**src/rtl/eth_tx_pkg.sv**
```systemverilog
package eth_tx_pkg;
  typedef enum logic [2:0] {
    ST_IDLE  = 3'd0,
    ST_HDR   = 3'd1,
    ST_SLOT  = 3'd2,
    ST_DATA  = 3'd3,
    ST_PAD   = 3'd4,
    ST_DRAIN = 3'd5
  } tx_state_t;

  localparam int HDR_LEN = 14;
  localparam int MAC_W   = 48;
endpackage

```
**src/rtl/eth_tx_rst_sync.sv**
```systemverilog
module eth_tx_rst_sync (
  input  logic clk,
  input  logic rst_n,
  output logic rst_n_sync
);
  logic [1:0] sync_q;

  always_ff @(posedge clk or negedge rst_n) begin
    if (!rst_n) sync_q <= 2'b00;
    else        sync_q <= {sync_q[0], 1'b1};
  end

  assign rst_n_sync = sync_q[1];
endmodule

```
**src/rtl/eth_tx_sizer.sv**
```systemverilog
// Turns a command into sent, field and discard counts.
// LEN_W + 1 must be at least CNT_W.
module eth_tx_sizer #(
  parameter int MIN_DATA = 46,
  parameter int MAX_DATA = 1500,
  parameter int LEN_W    = 12,
  parameter int CNT_W    = 11
) (
  input  logic [LEN_W-1:0] req_len,
  input  logic             req_slot,
  output logic [CNT_W-1:0] n_send,
  output logic [CNT_W-1:0] n_field,
  output logic [LEN_W:0]   n_drop,
  output logic             over
);
  localparam logic [LEN_W:0]   MAX_V = (LEN_W+1)'(MAX_DATA);
  localparam logic [CNT_W-1:0] MIN_V = CNT_W'(MIN_DATA);

  logic [LEN_W:0] n_total;
  logic [LEN_W:0] capped;

  assign n_total = {1'b0, req_len} + {{LEN_W{1'b0}}, req_slot};
  assign over    = (n_total > MAX_V);
  assign capped  = over ? MAX_V : n_total;
  assign n_send  = capped[CNT_W-1:0];
  assign n_field = (n_send < MIN_V) ? MIN_V : n_send;
  assign n_drop  = n_total - capped;
endmodule

```
**src/rtl/eth_tx_hdr_sel.sv**
```systemverilog
// Picks header byte idx out of {dst, src, length}, most significant first.
module eth_tx_hdr_sel #(
  parameter int CNT_W = 11
) (
  input  logic [3:0]       idx,
  input  logic [47:0]      dst,
  input  logic [47:0]      src,
  input  logic [CNT_W-1:0] field,
  output logic [7:0]       hbyte
);
  localparam int HB = eth_tx_pkg::HDR_LEN;

  logic [8*HB-1:0] hdr;

  assign hdr = {dst, src, 16'(field)};

  always_comb begin
    hbyte = 8'h00;
    for (int b = 0; b < HB; b++) begin
      if (idx == 4'(b)) hbyte = hdr[8*HB-1-8*b -: 8];
    end
  end
endmodule

```
**src/rtl/eth_tx_framer.sv**
```systemverilog
module eth_tx_framer
  import eth_tx_pkg::*;
#(
  parameter int MIN_DATA = 46,
  parameter int MAX_DATA = 1500,
  parameter int LEN_W    = 12
) (
  input  logic             clk,
  input  logic             rst_n,
  input  logic [47:0]      src_mac_i,
  input  logic             dst_we_i,
  input  logic [47:0]      dst_mac_i,
  input  logic [7:0]       slot_id_i,
  input  logic             cmd_valid_i,
  input  logic [LEN_W-1:0] cmd_len_i,
  input  logic             cmd_slot_i,
  output logic             cmd_ready_o,
  input  logic             in_valid_i,
  input  logic [7:0]       in_data_i,
  output logic             in_ready_o,
  output logic             out_valid_o,
  output logic [7:0]       out_data_o,
  output logic             out_sof_o,
  output logic             out_eof_o,
  input  logic             out_ready_i,
  output logic             len_err_o
);
  localparam int CNT_W = $clog2(MAX_DATA + 1);

  logic rst_n_s;

  tx_state_t        state_q, state_d;
  logic [3:0]       idx_q, idx_d;
  logic [CNT_W-1:0] cnt_q, cnt_d, cnt_nx;
  logic [CNT_W-1:0] send_q, send_d, field_q, field_d;
  logic [LEN_W:0]   drop_q, drop_d;
  logic [7:0]       slotv_q, slotv_d;
  logic             slot_q, slot_d, err_q, err_d;
  logic [47:0]      src_q, dst_q;
  logic             src_ok_q;

  logic [CNT_W-1:0] sz_send, sz_field;
  logic [LEN_W:0]   sz_drop;
  logic             sz_over;
  logic [7:0]       hdr_byte;
  logic             cmd_fire, out_fire, in_fire, in_body, at_end;

  eth_tx_rst_sync u_rst (
    .clk        (clk),
    .rst_n      (rst_n),
    .rst_n_sync (rst_n_s)
  );

  eth_tx_sizer #(
    .MIN_DATA (MIN_DATA),
    .MAX_DATA (MAX_DATA),
    .LEN_W    (LEN_W),
    .CNT_W    (CNT_W)
  ) u_size (
    .req_len  (cmd_len_i),
    .req_slot (cmd_slot_i),
    .n_send   (sz_send),
    .n_field  (sz_field),
    .n_drop   (sz_drop),
    .over     (sz_over)
  );

  eth_tx_hdr_sel #(.CNT_W(CNT_W)) u_hdr (
    .idx   (idx_q),
    .dst   (dst_q),
    .src   (src_q),
    .field (field_q),
    .hbyte (hdr_byte)
  );

  // Handshakes and outputs
  assign cmd_ready_o = (state_q == ST_IDLE) && src_ok_q;
  assign in_ready_o  = ((state_q == ST_DATA) && out_ready_i) || (state_q == ST_DRAIN);
  assign out_valid_o = (state_q == ST_HDR) || (state_q == ST_SLOT) ||
                       (state_q == ST_PAD) || ((state_q == ST_DATA) && in_valid_i);
  assign in_body     = (state_q == ST_SLOT) || (state_q == ST_DATA) || (state_q == ST_PAD);
  assign at_end      = (cnt_q == field_q - 1'b1);
  assign out_sof_o   = (state_q == ST_HDR) && (idx_q == 4'd0);
  assign out_eof_o   = in_body && at_end;
  assign len_err_o   = err_q;

  assign cmd_fire = cmd_valid_i && cmd_ready_o;
  assign out_fire = out_valid_o && out_ready_i;
  assign in_fire  = in_valid_i && in_ready_o;
  assign cnt_nx   = cnt_q + 1'b1;

  always_comb begin
    unique case (state_q)
      ST_HDR:  out_data_o = hdr_byte;
      ST_SLOT: out_data_o = slotv_q;
      ST_DATA: out_data_o = in_data_i;
      default: out_data_o = 8'h00;
    endcase
  end

  // Next state
  always_comb begin
    state_d = state_q;
    idx_d   = idx_q;
    cnt_d   = cnt_q;
    send_d  = send_q;
    field_d = field_q;
    drop_d  = drop_q;
    slot_d  = slot_q;
    slotv_d = slotv_q;
    err_d   = err_q;
    unique case (state_q)
      ST_IDLE: begin
        if (cmd_fire) begin
          state_d = ST_HDR;
          idx_d   = 4'd0;
          cnt_d   = '0;
          send_d  = sz_send;
          field_d = sz_field;
          drop_d  = sz_drop;
          slot_d  = cmd_slot_i;
          slotv_d = slot_id_i;
          if (sz_over) err_d = 1'b1;
        end
      end
      ST_HDR: begin
        if (out_fire) begin
          if (idx_q == 4'(HDR_LEN - 1)) begin
            if (slot_q)            state_d = ST_SLOT;
            else if (send_q != '0) state_d = ST_DATA;
            else                   state_d = ST_PAD;
          end else begin
            idx_d = idx_q + 1'b1;
          end
        end
      end
      ST_SLOT, ST_DATA, ST_PAD: begin
        if (out_fire) begin
          cnt_d = cnt_nx;
          if (at_end)               state_d = (drop_q != '0) ? ST_DRAIN : ST_IDLE;
          else if (cnt_nx < send_q) state_d = ST_DATA;
          else                      state_d = ST_PAD;
        end
      end
      ST_DRAIN: begin
        if (in_fire) begin
          drop_d = drop_q - 1'b1;
          if (drop_q == {{LEN_W{1'b0}}, 1'b1}) state_d = ST_IDLE;
        end
      end
      default: state_d = ST_IDLE;
    endcase
  end

  // Registers
  always_ff @(posedge clk or negedge rst_n_s) begin
    if (!rst_n_s) begin
      state_q <= ST_IDLE;
      idx_q   <= 4'd0;
      cnt_q   <= '0;
      send_q  <= '0;
      field_q <= CNT_W'(MIN_DATA);
      drop_q  <= '0;
      slot_q  <= 1'b0;
      slotv_q <= 8'h00;
      err_q   <= 1'b0;
    end else begin
      state_q <= state_d;
      idx_q   <= idx_d;
      cnt_q   <= cnt_d;
      send_q  <= send_d;
      field_q <= field_d;
      drop_q  <= drop_d;
      slot_q  <= slot_d;
      slotv_q <= slotv_d;
      err_q   <= err_d;
    end
  end

  always_ff @(posedge clk or negedge rst_n_s) begin
    if (!rst_n_s) begin
      src_q    <= '0;
      src_ok_q <= 1'b0;
    end else if (!src_ok_q) begin
      src_q    <= src_mac_i;
      src_ok_q <= 1'b1;
    end
  end

  always_ff @(posedge clk or negedge rst_n_s) begin
    if (!rst_n_s) begin
      dst_q <= '0;
    end else if (dst_we_i && (state_q == ST_IDLE)) begin
      dst_q <= dst_mac_i;
    end
  end

  // Assertions
  a_r4_no_input_in_hdr: assert property (@(posedge clk) disable iff (!rst_n_s)
    (state_q == ST_HDR) |-> !in_ready_o);

  a_r9_hold_stalled: assert property (@(posedge clk) disable iff (!rst_n_s)
    (out_valid_o && !out_ready_i && state_q != ST_DATA) |=> (out_valid_o && $stable(out_data_o)));

  a_r6_err_sticky: assert property (@(posedge clk) disable iff (!rst_n_s)
    err_q |=> err_q);

  a_r7_src_fixed: assert property (@(posedge clk) disable iff (!rst_n_s)
    src_ok_q |=> $stable(src_q));

  a_r8_dst_frozen: assert property (@(posedge clk) disable iff (!rst_n_s)
    (state_q != ST_IDLE) |=> $stable(dst_q));

  a_r2_field_range: assert property (@(posedge clk) disable iff (!rst_n_s)
    (state_q != ST_IDLE) |-> (field_q >= CNT_W'(MIN_DATA) && field_q <= CNT_W'(MAX_DATA)));

  a_r9_eof_ends: assert property (@(posedge clk) disable iff (!rst_n_s)
    (out_eof_o && out_ready_i) |=> (state_q == ST_IDLE || state_q == ST_DRAIN));
endmodule

```
**config.mk**
```make
export PLATFORM = sky130hd
export DESIGN_NAME = eth_tx_framer
export DESIGN_NICKNAME = d
export VERILOG_FILES = /design/src/rtl/eth_tx_pkg.sv /design/src/rtl/eth_tx_rst_sync.sv /design/src/rtl/eth_tx_sizer.sv /design/src/rtl/eth_tx_hdr_sel.sv /design/src/rtl/eth_tx_framer.sv
export SDC_FILE = /design/constraint.sdc
export NUM_CORES = 1
export LEC_CHECK = 0
export BUFFER_PORTS_ARGS = -buffer_cell sky130_fd_sc_hd__clkbuf_2
export CAP_MARGIN = 20
export CORE_ASPECT_RATIO = 0.75
export CORE_MARGIN = 2
export CORE_UTILIZATION = 40
export CTS_CLUSTER_SIZE = 16
export DETAILED_ROUTE_END_ITERATION = 6
export SLEW_MARGIN = 10
export SYNTH_ARGS = -nofsm -noshare
export SYNTH_HDL_FRONTEND = slang
export SYNTH_SLANG_ARGS = --single-unit
```
**constraint.sdc**
```tcl
create_clock -name clk -period 5.89 [get_ports clk]
set_clock_uncertainty 0.15 [all_clocks]
set_input_delay 0 -clock clk [delete_from_list [all_inputs] [get_ports clk]]
set_output_delay 0 -clock clk [all_outputs]
set_load 0.1 [all_outputs]
```
==> flow_metrics.env, run 1 <==
export IMPL_first_pass_iters=5
export IMPL_path_cells="inv_1, ha_1, nor3b_1, a221o_1, o21ai_0, o21ai_0, o211ai_1, a31oi_1, a211oi_1, o21ai_0, clkbuf_2"
export IMPL_area_growth_syn_to_layout_pct=27.6
export IMPL_clkTransAtPathRegs_ns=0.07
export IMPL_syn_inst=961
export IMPL_maxSlewViolCount=0
export IMPL_wl_um=29500
export IMPL_grt_pass1_vias=8244
export IMPL_first_iter_violations=731
export IMPL_antenna_found_initial=0
export IMPL_ioPinCount=145
export IMPL_hold_end="dst_q[46]"
export IMPL_dieArea_um2=25000
export IMPL_via_per_inst=5.67
export IMPL_fin_setup_tns_ns=0
export IMPL_cpMaxStageDelayCell="nor3b_1"
export IMPL_cts_root_buf="clkbuf_16"
export IMPL_reg2reg_to="state_q[0]"
export IMPL_synth_warnings=0
export IMPL_min_from="dst_we_i"
export IMPL_synth_edf_count=0
export IMPL_critPathLaunchType="register"
export IMPL_ys_seq_area_share_pct=42.7
export IMPL_fp_row_count=48
export IMPL_antenna_left=0
export IMPL_place_ws_ns=1.92
export IMPL_clk_path_buf_depth=2
export IMPL_worstHoldPathCells=3
export IMPL_wl_per_cell_um=19.6
export IMPL_regArea_um2=4060
export IMPL_synthArstFlopShare_pct=100
export IMPL_multiInputGateArea_um2=5100
export IMPL_leakagePower_uw=0.00523
export IMPL_avgSynthCellArea_um2=9.89
export IMPL_path_class="register to output port"
export IMPL_via_count=8503
export IMPL_finalHoldViolations=0
export IMPL_rr_worst_depth=6
export IMPL_setup_viol=0
export IMPL_worst_slew_pin_slew_ns=0.969
export IMPL_ys_types=88
export IMPL_cts_repair_resized=0
export IMPL_path_delay_family="compound AO/OA/AOI/OAI gates"
export IMPL_final_min_clock_period_ns=4.46
export IMPL_slew_limit_headroom_pct=34.6
export IMPL_cts_buffers=17
export IMPL_start_util_pct=41.0
export IMPL_final_common_cell="dfrtp_1"
export IMPL_crit_arrival_ns=4.31
export IMPL_final_cell_mix="156 x dfrtp_1, 144 x clkbuf_2, 111 x dlygate4sd3_1"
export IMPL_r2r_slack_ns=2.28
export IMPL_synth_flop_cell="dfrtp_1"
export IMPL_grt_max_degree=59
export IMPL_final_core_util_pct=52.3
export IMPL_port_buffer_count=144
export IMPL_period_share_pct=75.6
export IMPL_drive_above_1_share_pct=26.8
export IMPL_worstPathMaxFanout=12
export IMPL_diodes=0
export IMPL_h_tree_depth=4
export IMPL_clk_latency_ns=0.44
export IMPL_routabilityCongestion=0.903
export IMPL_gr_total_overflow=0
export IMPL_dp_hpwl_um=20900
export IMPL_worstPathRequired_ns=5.74
export IMPL_cp_num_buf_inv=2
export IMPL_die_x_um=182
export IMPL_clock_fmax_ghz=0.224
export IMPL_ir_drop_mv=0.224
export IMPL_grt_pass1_wl_um=46000
export IMPL_ys_seq_elements=162
export IMPL_hold_path_class="input pin to register"
export IMPL_chipHeight_um=138
export IMPL_post_cts_setup_buffer_count=0
export IMPL_r2r_start="state_q[0]"
export IMPL_cts_sinks=162
export IMPL_rsz0062_at_grt="no"
export IMPL_grt_usage_pct=24.0
export IMPL_maxCapViolations=0
export IMPL_worst_slack_ns=1.43
export IMPL_final_nets=1339
export IMPL_status="completed"
export IMPL_syn_area_um2=9510
export IMPL_nFillCells=2082
export IMPL_cts_hold_buf=111
export IMPL_p_per_area_nw_per_um2=413
export IMPL_drcViolationCount=0
export IMPL_worstSetupEndpointType="output port"
export IMPL_power_total_uw=5000
export IMPL_cpMostUsedCell="o21ai_0"
export IMPL_cts_tree="built"
export IMPL_coreArea_um2=23200
export IMPL_cpPeakStageDelay_ns=0.81
## synth_stat cells, types with 13 or more instances
cell type	count	share of area (%)
clkbuf_1	41	1.6
nor3_1	16	0.84
inv_1	24	0.95
a21oi_1	30	1.6
and3_1	13	0.86
o21ai_0	64	3.4
a31oi_1	15	0.99
nand2_1	105	4.1
nand2b_1	18	1.2
xnor2_1	24	2.2
ha_1	21	2.8
nor2_1	66	2.6
mux2_2	105	12
dfrtp_1	158	42
a211oi_1	13	1.0
nand3_1	20	1.1
## state kept, by name, summed over array words and instances (netlist names)
name,cells
send_q,11
slotv_q,8
drop_q,13
src_q,48
len_err_o,1
src_ok_q,1
state_q,3
cnt_q,11
dst_q,48
idx_q,4
field_q,11
slot_q,1
u_rst.sync_q,2
## cell type report
type	instances	share of cell area [%]
Tap cell	300	3.09
Inverter	24	0.743
Multi-Input combinational cell	720	42.1
Timing Repair Buffer	262	15.6
Clock inverter	13	1.22
Clock buffer	19	3.73
Sequential cell	162	33.5
## logic make-up after synthesis
kind of cell / count (synthesis) / share of synthesized area [%]
and+or+nand+nor: 312 / 16.7
AOI/OAI and AO/OA: 240 / 17.9
DFF: 162 / 42.7
muxes: 109 / 12.9
buffers and inverters: 81 / 3.71
xor gates and xnor gates: 35 / 3.22
adders and majority gates: 21 / 2.76
other: 1 / 0.0395
## per-stage QoR
step / hold WS, ns / cell area [µm²] / cells
3_5_place_dp: -0.361 / 10400 / 1356
3_3_place_gp: -0.364 / 10400 / 1356
6_report: 0.0242 / 12100 / 1500
4_1_cts: 0.00630 / 12100 / 1499
2_1_floorplan: -0.446 / 9510 / 963
5_1_grt: 0.0409 / 12100 / 1500
## where the power goes
group	internal [µW]	switching, µW	total, µW
logic	800	1180	1980
registers	1490	388	1880
clock network	654	494	1150
total	2940	2060	5000
## worst max-delay path by stage
stage | depth (start not counted) | from | endpoint
final | 11 | idx_q[1] | out_data_o[3]
after global routing | 11 | idx_q[1] | out_data_o[3]
after CTS | 11 | idx_q[1] | out_data_o[3]
after detailed placement | 11 | idx_q[1] | out_data_o[3]
after global placement | 11 | idx_q[1] | out_data_o[3]
after floorplan | 8 | idx_q[0] | out_data_o[2]
## routing by layer
metal | routed length, µm | global-route usage [%]
met1 | 14200 | 35.2
met5 | 0 | 0
met2 | 12400 | 35.0
met4 | 450 | 6.99
met3 | 2330 | 5.74
## tightest hold or removal path, cell delays in order
cell and delay (ns):
clkbuf_2 0.07, and2_2 0.31, mux2_2 0.20
Note: power is estimated with default switching activity, not from simulation.
==> inputs of run 2 (changes only) <==
==> constraint.sdc (replaced) <==
create_clock -name clk -period 4.6 [get_ports clk]
set_clock_uncertainty 0.15 [all_clocks]
set_input_delay 0 -clock clk [delete_from_list [all_inputs] [get_ports clk]]
set_output_delay 0 -clock clk [all_outputs]
set_load 0.1 [all_outputs]
==> flow_metrics.env, run 2 (synthesized netlist as in run 1, its figures left out) <==
export IMPL_clkTransAtPathRegs_ns=0.07
export IMPL_routabilityCongestion=0.900
export IMPL_top_regs="dst_q (48), src_q (48), drop_q (13)"
export IMPL_setup_viol=0
export IMPL_coreArea_um2=23200
export IMPL_path_cells="inv_1, ha_1, nor3b_1, a221o_1, o21ai_0, o21ai_0, o211ai_1, a31oi_1, a211oi_1, o21ai_0, clkbuf_2"
export IMPL_die_x_um=182
export IMPL_grt_max_degree=89
export IMPL_p_per_area_nw_per_um2=527
export IMPL_path_delay_family="compound AO/OA/AOI/OAI gates"
export IMPL_antenna_left=0
export IMPL_period_share_pct=91.7
export IMPL_cts_buffers=17
export IMPL_fp_row_count=48
export IMPL_h_tree_depth=4
export IMPL_area_growth_syn_to_layout_pct=28.1
export IMPL_clk_latency_ns=0.44
export IMPL_status="completed"
export IMPL_worst_slew_pin_slew_ns=0.995
export IMPL_worstPathMaxFanout=12
export IMPL_gr_total_overflow=0
export IMPL_slew_limit_headroom_pct=33.5
export IMPL_maxSlewViolCount=0
export IMPL_finalHoldViolations=0
export IMPL_diodes=0
export IMPL_final_min_clock_period_ns=4.22
export IMPL_dp_hpwl_um=20700
export IMPL_start_util_pct=41.0
export IMPL_rsz0062_at_grt="no"
export IMPL_placed_cells=1355
export IMPL_antenna_found_initial=0
export IMPL_nFillCells=2074
export IMPL_drive_above_1_share_pct=27.0
export IMPL_wl_um=29100
export IMPL_ioPinCount=145
export IMPL_via_count=8526
export IMPL_fin_setup_tns_ns=0
export IMPL_ir_drop_mv=0.369
export IMPL_first_pass_iters=7
export IMPL_via_per_inst=5.68
export IMPL_critPathLaunchType="register"
export IMPL_port_buffer_count=144
export IMPL_post_cts_setup_buffer_count=0
export IMPL_instances_no_fill=1500
export IMPL_grt_usage_pct=24.0
export IMPL_drcViolationCount=0
export IMPL_clock_fmax_ghz=0.237
export IMPL_wl_per_cell_um=19.4
export IMPL_crit_arrival_ns=4.07
export IMPL_leakagePower_uw=0.00525
export IMPL_dieArea_um2=25000
export IMPL_cpMaxStageDelayCell="nor3b_1"
export IMPL_final_nets=1339
export IMPL_grt_pass1_wl_um=45900
export IMPL_first_iter_violations=668
export IMPL_final_cell_mix="156 x dfrtp_1, 145 x clkbuf_2, 111 x dlygate4sd3_1"
export IMPL_path_class="register to output port"
export IMPL_cp_num_buf_inv=2
export IMPL_final_common_cell="dfrtp_1"
export IMPL_hold_path_class="input pin to register"
export IMPL_clk_path_buf_depth=2
export IMPL_cts_sinks=162
export IMPL_cpPeakStageDelay_ns=0.86
export IMPL_maxCapViolations=0
export IMPL_worstPathRequired_ns=4.45
export IMPL_grt_pass1_vias=8240
export IMPL_cts_tree="built"
export IMPL_worstSetupEndpointType="output port"
export IMPL_cpMostUsedCell="o21ai_0"
export IMPL_chipHeight_um=138
export IMPL_cts_hold_buf=111
export IMPL_cts_root_buf="clkbuf_16"
export IMPL_cts_repair_resized=0
run 2: stage by stage:
stage	utilization, %	total power (µW)	hold slack, ns	cell area, µm²	worst slack, ns
2_1_floorplan	-	4140	-0.446	9540	0.318
3_3_place_gp	45.0	4760	-0.364	10400	1.04
3_5_place_dp	45.0	4790	-0.363	10400	0.945
4_1_cts	52.4	6400	0.00394	12200	0.440
5_1_grt	52.5	6810	0.0221	12200	0.0824
6_report	52.5	6420	0.0232	12200	0.381
run 2: worst reg2reg max path: stages, from the launching register on:
cell and delay (ns):
dfrtp_1 0.69, nor3_1 0.80, nand3_1 0.27, a21oi_1 0.60, nand2_1 0.34, o21a_1 0.26
nor2_1 0.15, a21oi_1 0.06, o2bb2ai_1 0.14
run 2: layer usage:
metal | share of wire (%) | GRT usage [%]
met1 | 49 | 36.1
met2 | 42 | 34.7
met3 | 6.7 | 4.76
met4 | 1.9 | 6.72
met5 | 0 | 0
run 2: path summary, 6_finish.rpt:
check	startpoint	to	slack [ns]	cells after the start
min in group asynchronous	rst_n	u_rst.sync_q[1]	0.27	3
min reg2reg	u_rst.sync_q[0]	u_rst.sync_q[1]	0.20	0
max	idx_q[1]	out_data_o[3]	0.38	11
max reg2reg	state_q[0]	drop_q[8]	1.03	8
min	cmd_len_i[7]	send_q[7]	0.02	3
max in group asynchronous	u_rst.sync_q[1]	src_ok_q	2.94	1
run 2: power breakdown:
group          internal (µW)  switching [µW]  total, µW
Clock                    876             624       1500
Sequential              1910             508       2420
Combinational           1030            1470       2500
Total                   3810            2610       6420
run 2: layout make-up:
type	instances	area (µm²)	share of cell area, %
Clock buffer	18	439	3.61
Clock inverter	14	178	1.46
Inverter	24	90.1	0.740
Multi-Input combinational cell	720	5120	42.1
Sequential cell	162	4060	33.4
Tap cell	300	375	3.08
Timing Repair Buffer	262	1910	15.7
==> inputs of run 3 (changes only) <==
--- a/config.mk
+++ b/config.mk
@@ -7,11 +7,11 @@
 export LEC_CHECK = 0
 export BUFFER_PORTS_ARGS = -buffer_cell sky130_fd_sc_hd__clkbuf_2
 export CAP_MARGIN = 20
-export CORE_ASPECT_RATIO = 0.75
 export CORE_MARGIN = 2
 export CORE_UTILIZATION = 40
 export CTS_CLUSTER_SIZE = 16
 export DETAILED_ROUTE_END_ITERATION = 6
+export MAX_ROUTING_LAYER = met4
 export SLEW_MARGIN = 10
 export SYNTH_ARGS = -nofsm -noshare
 export SYNTH_HDL_FRONTEND = slang
==> flow_metrics.env, run 3 (synthesized netlist as in run 1, its figures left out) <==
export IMPL_status="completed"
export IMPL_power_total_uw=6370
export IMPL_cpPeakStageDelay_ns=0.85
export IMPL_dieArea_um2=25000
export IMPL_clk_path_buf_depth=2
export IMPL_holdWs_ns=0.0231
export IMPL_hold_path_class="input pin to register"
export IMPL_fin_setup_tns_ns=0
export IMPL_die_x_um=158
export IMPL_drive_above_1_share_pct=27.1
export IMPL_ir_drop_mv=0.232
export IMPL_final_min_clock_period_ns=4.16
export IMPL_coreArea_um2=23400
export IMPL_chipHeight_um=158
export IMPL_worst_slew_pin_slew_ns=1.02
export IMPL_worstPathRequired_ns=4.45
export IMPL_via_per_inst=5.54
export IMPL_first_iter_violations=663
export IMPL_slew_limit_headroom_pct=30.9
export IMPL_path_class="register to output port"
export IMPL_clk_latency_ns=0.43
export IMPL_seq_power_share_pct=37.6
export IMPL_final_common_cell="dfrtp_1"
export IMPL_drcViolationCount=0
export IMPL_grt_usage_pct=23.6
export IMPL_top_regs="dst_q (48), src_q (48), drop_q (13)"
export IMPL_placed_cells=1378
export IMPL_final_cell_mix="156 x dfrtp_1, 144 x clkbuf_2, 114 x dlygate4sd3_1"
export IMPL_routabilityCongestion=0.905
export IMPL_port_buffer_count=144
export IMPL_clock_fmax_ghz=0.240
export IMPL_power_switching_uw=2590
export IMPL_fp_row_count=56
export IMPL_wl_um=27900
export IMPL_area_growth_syn_to_layout_pct=28.7
export IMPL_internal_power_uw=3780
export IMPL_cts_sinks=162
export IMPL_antenna_found_initial=1
export IMPL_cp_num_buf_inv=2
export IMPL_finalHoldViolations=0
export IMPL_setup_viol=0
export IMPL_cts_tree="built"
export IMPL_post_cts_setup_buffer_count=0
export IMPL_grt_pass1_vias=8165
export IMPL_worstSetupEndpointType="output port"
export IMPL_antenna_left=0
export IMPL_maxCapViolations=0
export IMPL_rsz0062_at_grt="no"
export IMPL_gr_total_overflow=0
export IMPL_cts_root_buf="clkbuf_16"
export IMPL_grt_max_degree=65
export IMPL_cts_repair_resized=0
export IMPL_grt_pass1_wl_um=44000
export IMPL_crit_arrival_ns=4.01
export IMPL_path_cells="inv_1, ha_1, nor3b_1, a221o_1, o21ai_0, o21ai_0, a211oi_1, o41ai_2, clkbuf_2"
export IMPL_critPathLaunchType="register"
export IMPL_path_delay_family="compound AO/OA/AOI/OAI gates"
export IMPL_start_util_pct=40.6
export IMPL_final_nets=1345
export IMPL_p_sw_share_pct=40.7
export IMPL_cpMostUsedCell="o21ai_0"
export IMPL_worstPathMaxFanout=12
export IMPL_leakagePower_uw=0.00528
export IMPL_ioPinCount=145
export IMPL_p_per_area_nw_per_um2=521
export IMPL_p_clk_share_pct=23.2
export IMPL_wl_per_cell_um=18.3
export IMPL_dp_hpwl_um=19500
export IMPL_clkTransAtPathRegs_ns=0.07
export IMPL_maxSlewViolCount=0
export IMPL_instances_no_fill=1525
export IMPL_via_count=8445
export IMPL_cpMaxStageDelayCell="nor3b_1"
export IMPL_first_pass_iters=6
export IMPL_power_frac_comb_pct=39.2
export IMPL_h_tree_depth=4
export IMPL_cts_buffers=17
export IMPL_nFillCells=2122
export IMPL_period_share_pct=90.5
[run 3: changes by cell type in the layout (fill, tap and decap cells not counted), moves of 2 or more]
cell / change
clkinv_2: -2
buf_4: +5
inv_8: +2
dlygate4sd3_1: +3
[run 3: repair_timing]
item / CTS / global route
endpoints found under the setup margin: 0 / 0
hold endpoints to repair: 117 / 0
hold buffers: 114 / 0
[run 3: final timing paths]
check,from,end,slack (ns),depth (start not counted)
max in group asynchronous,u_rst.sync_q[1],field_q[5],2.94,1
min in group asynchronous,rst_n,u_rst.sync_q[1],0.26,3
min,cmd_len_i[7],send_q[7],0.02,3
max,idx_q[1],out_data_o[2],0.44,9
max reg2reg,cnt_q[2],state_q[1],1.32,12
min reg2reg,u_rst.sync_q[0],u_rst.sync_q[1],0.21,0
[run 3: worst reg2reg max path, cell delays in order, from the launching register on]
cell	delay (ns)
dfrtp_1	0.49
and3_1	0.22
and3_1	0.27
nand3_1	0.12
xnor2_1	0.19
ha_1	0.21
or4_1	0.47
a221oi_1	0.21
o21ai_0	0.12
o22ai_1	0.25
nand2b_1	0.14
o31ai_1	0.21
a22o_1	0.17
[run 3: cell type report]
cell class,count,area [µm²],share of cell area (%)
Antenna cell,1,2.50,0.0204
Clock buffer,18,439,3.59
Clock inverter,13,169,1.38
Inverter,24,90.1,0.736
Multi-Input combinational cell,720,5120,41.9
Sequential cell,162,4060,33.2
Tap cell,319,399,3.26
Timing Repair Buffer,268,1950,15.9
[run 3: power by group through the flow]
| stage | clock [µW] | sequential, µW | combinational [µW] |
|---|---|---|---|
| global route | 1570 | 2460 | 2740 |
| CTS | 1510 | 2390 | 2480 |
| floorplan | 0 | 2220 | 1920 |
| detailed placement | 0 | 2410 | 2400 |
| global placement | 0 | 2400 | 2370 |
| finish | 1480 | 2390 | 2500 |
[run 3: per-layer routing]
layer	share of wire [%]	GRT usage, %
met1	45	31.2
met2	48	37.3
met4	2.2	7.64
met3	5.1	3.64
met5	0	-
[run 3: through the flow]
stage                     setup slack, ns  area [µm²]  utilization [%]
after floorplan                     0.318        9540                -
after CTS                           0.533       12200             52.2
final                               0.438       12200             52.3
after global placement               1.06       10500             44.7
after detailed placement            0.995       10500             44.7
after global routing                0.194       12200             52.3
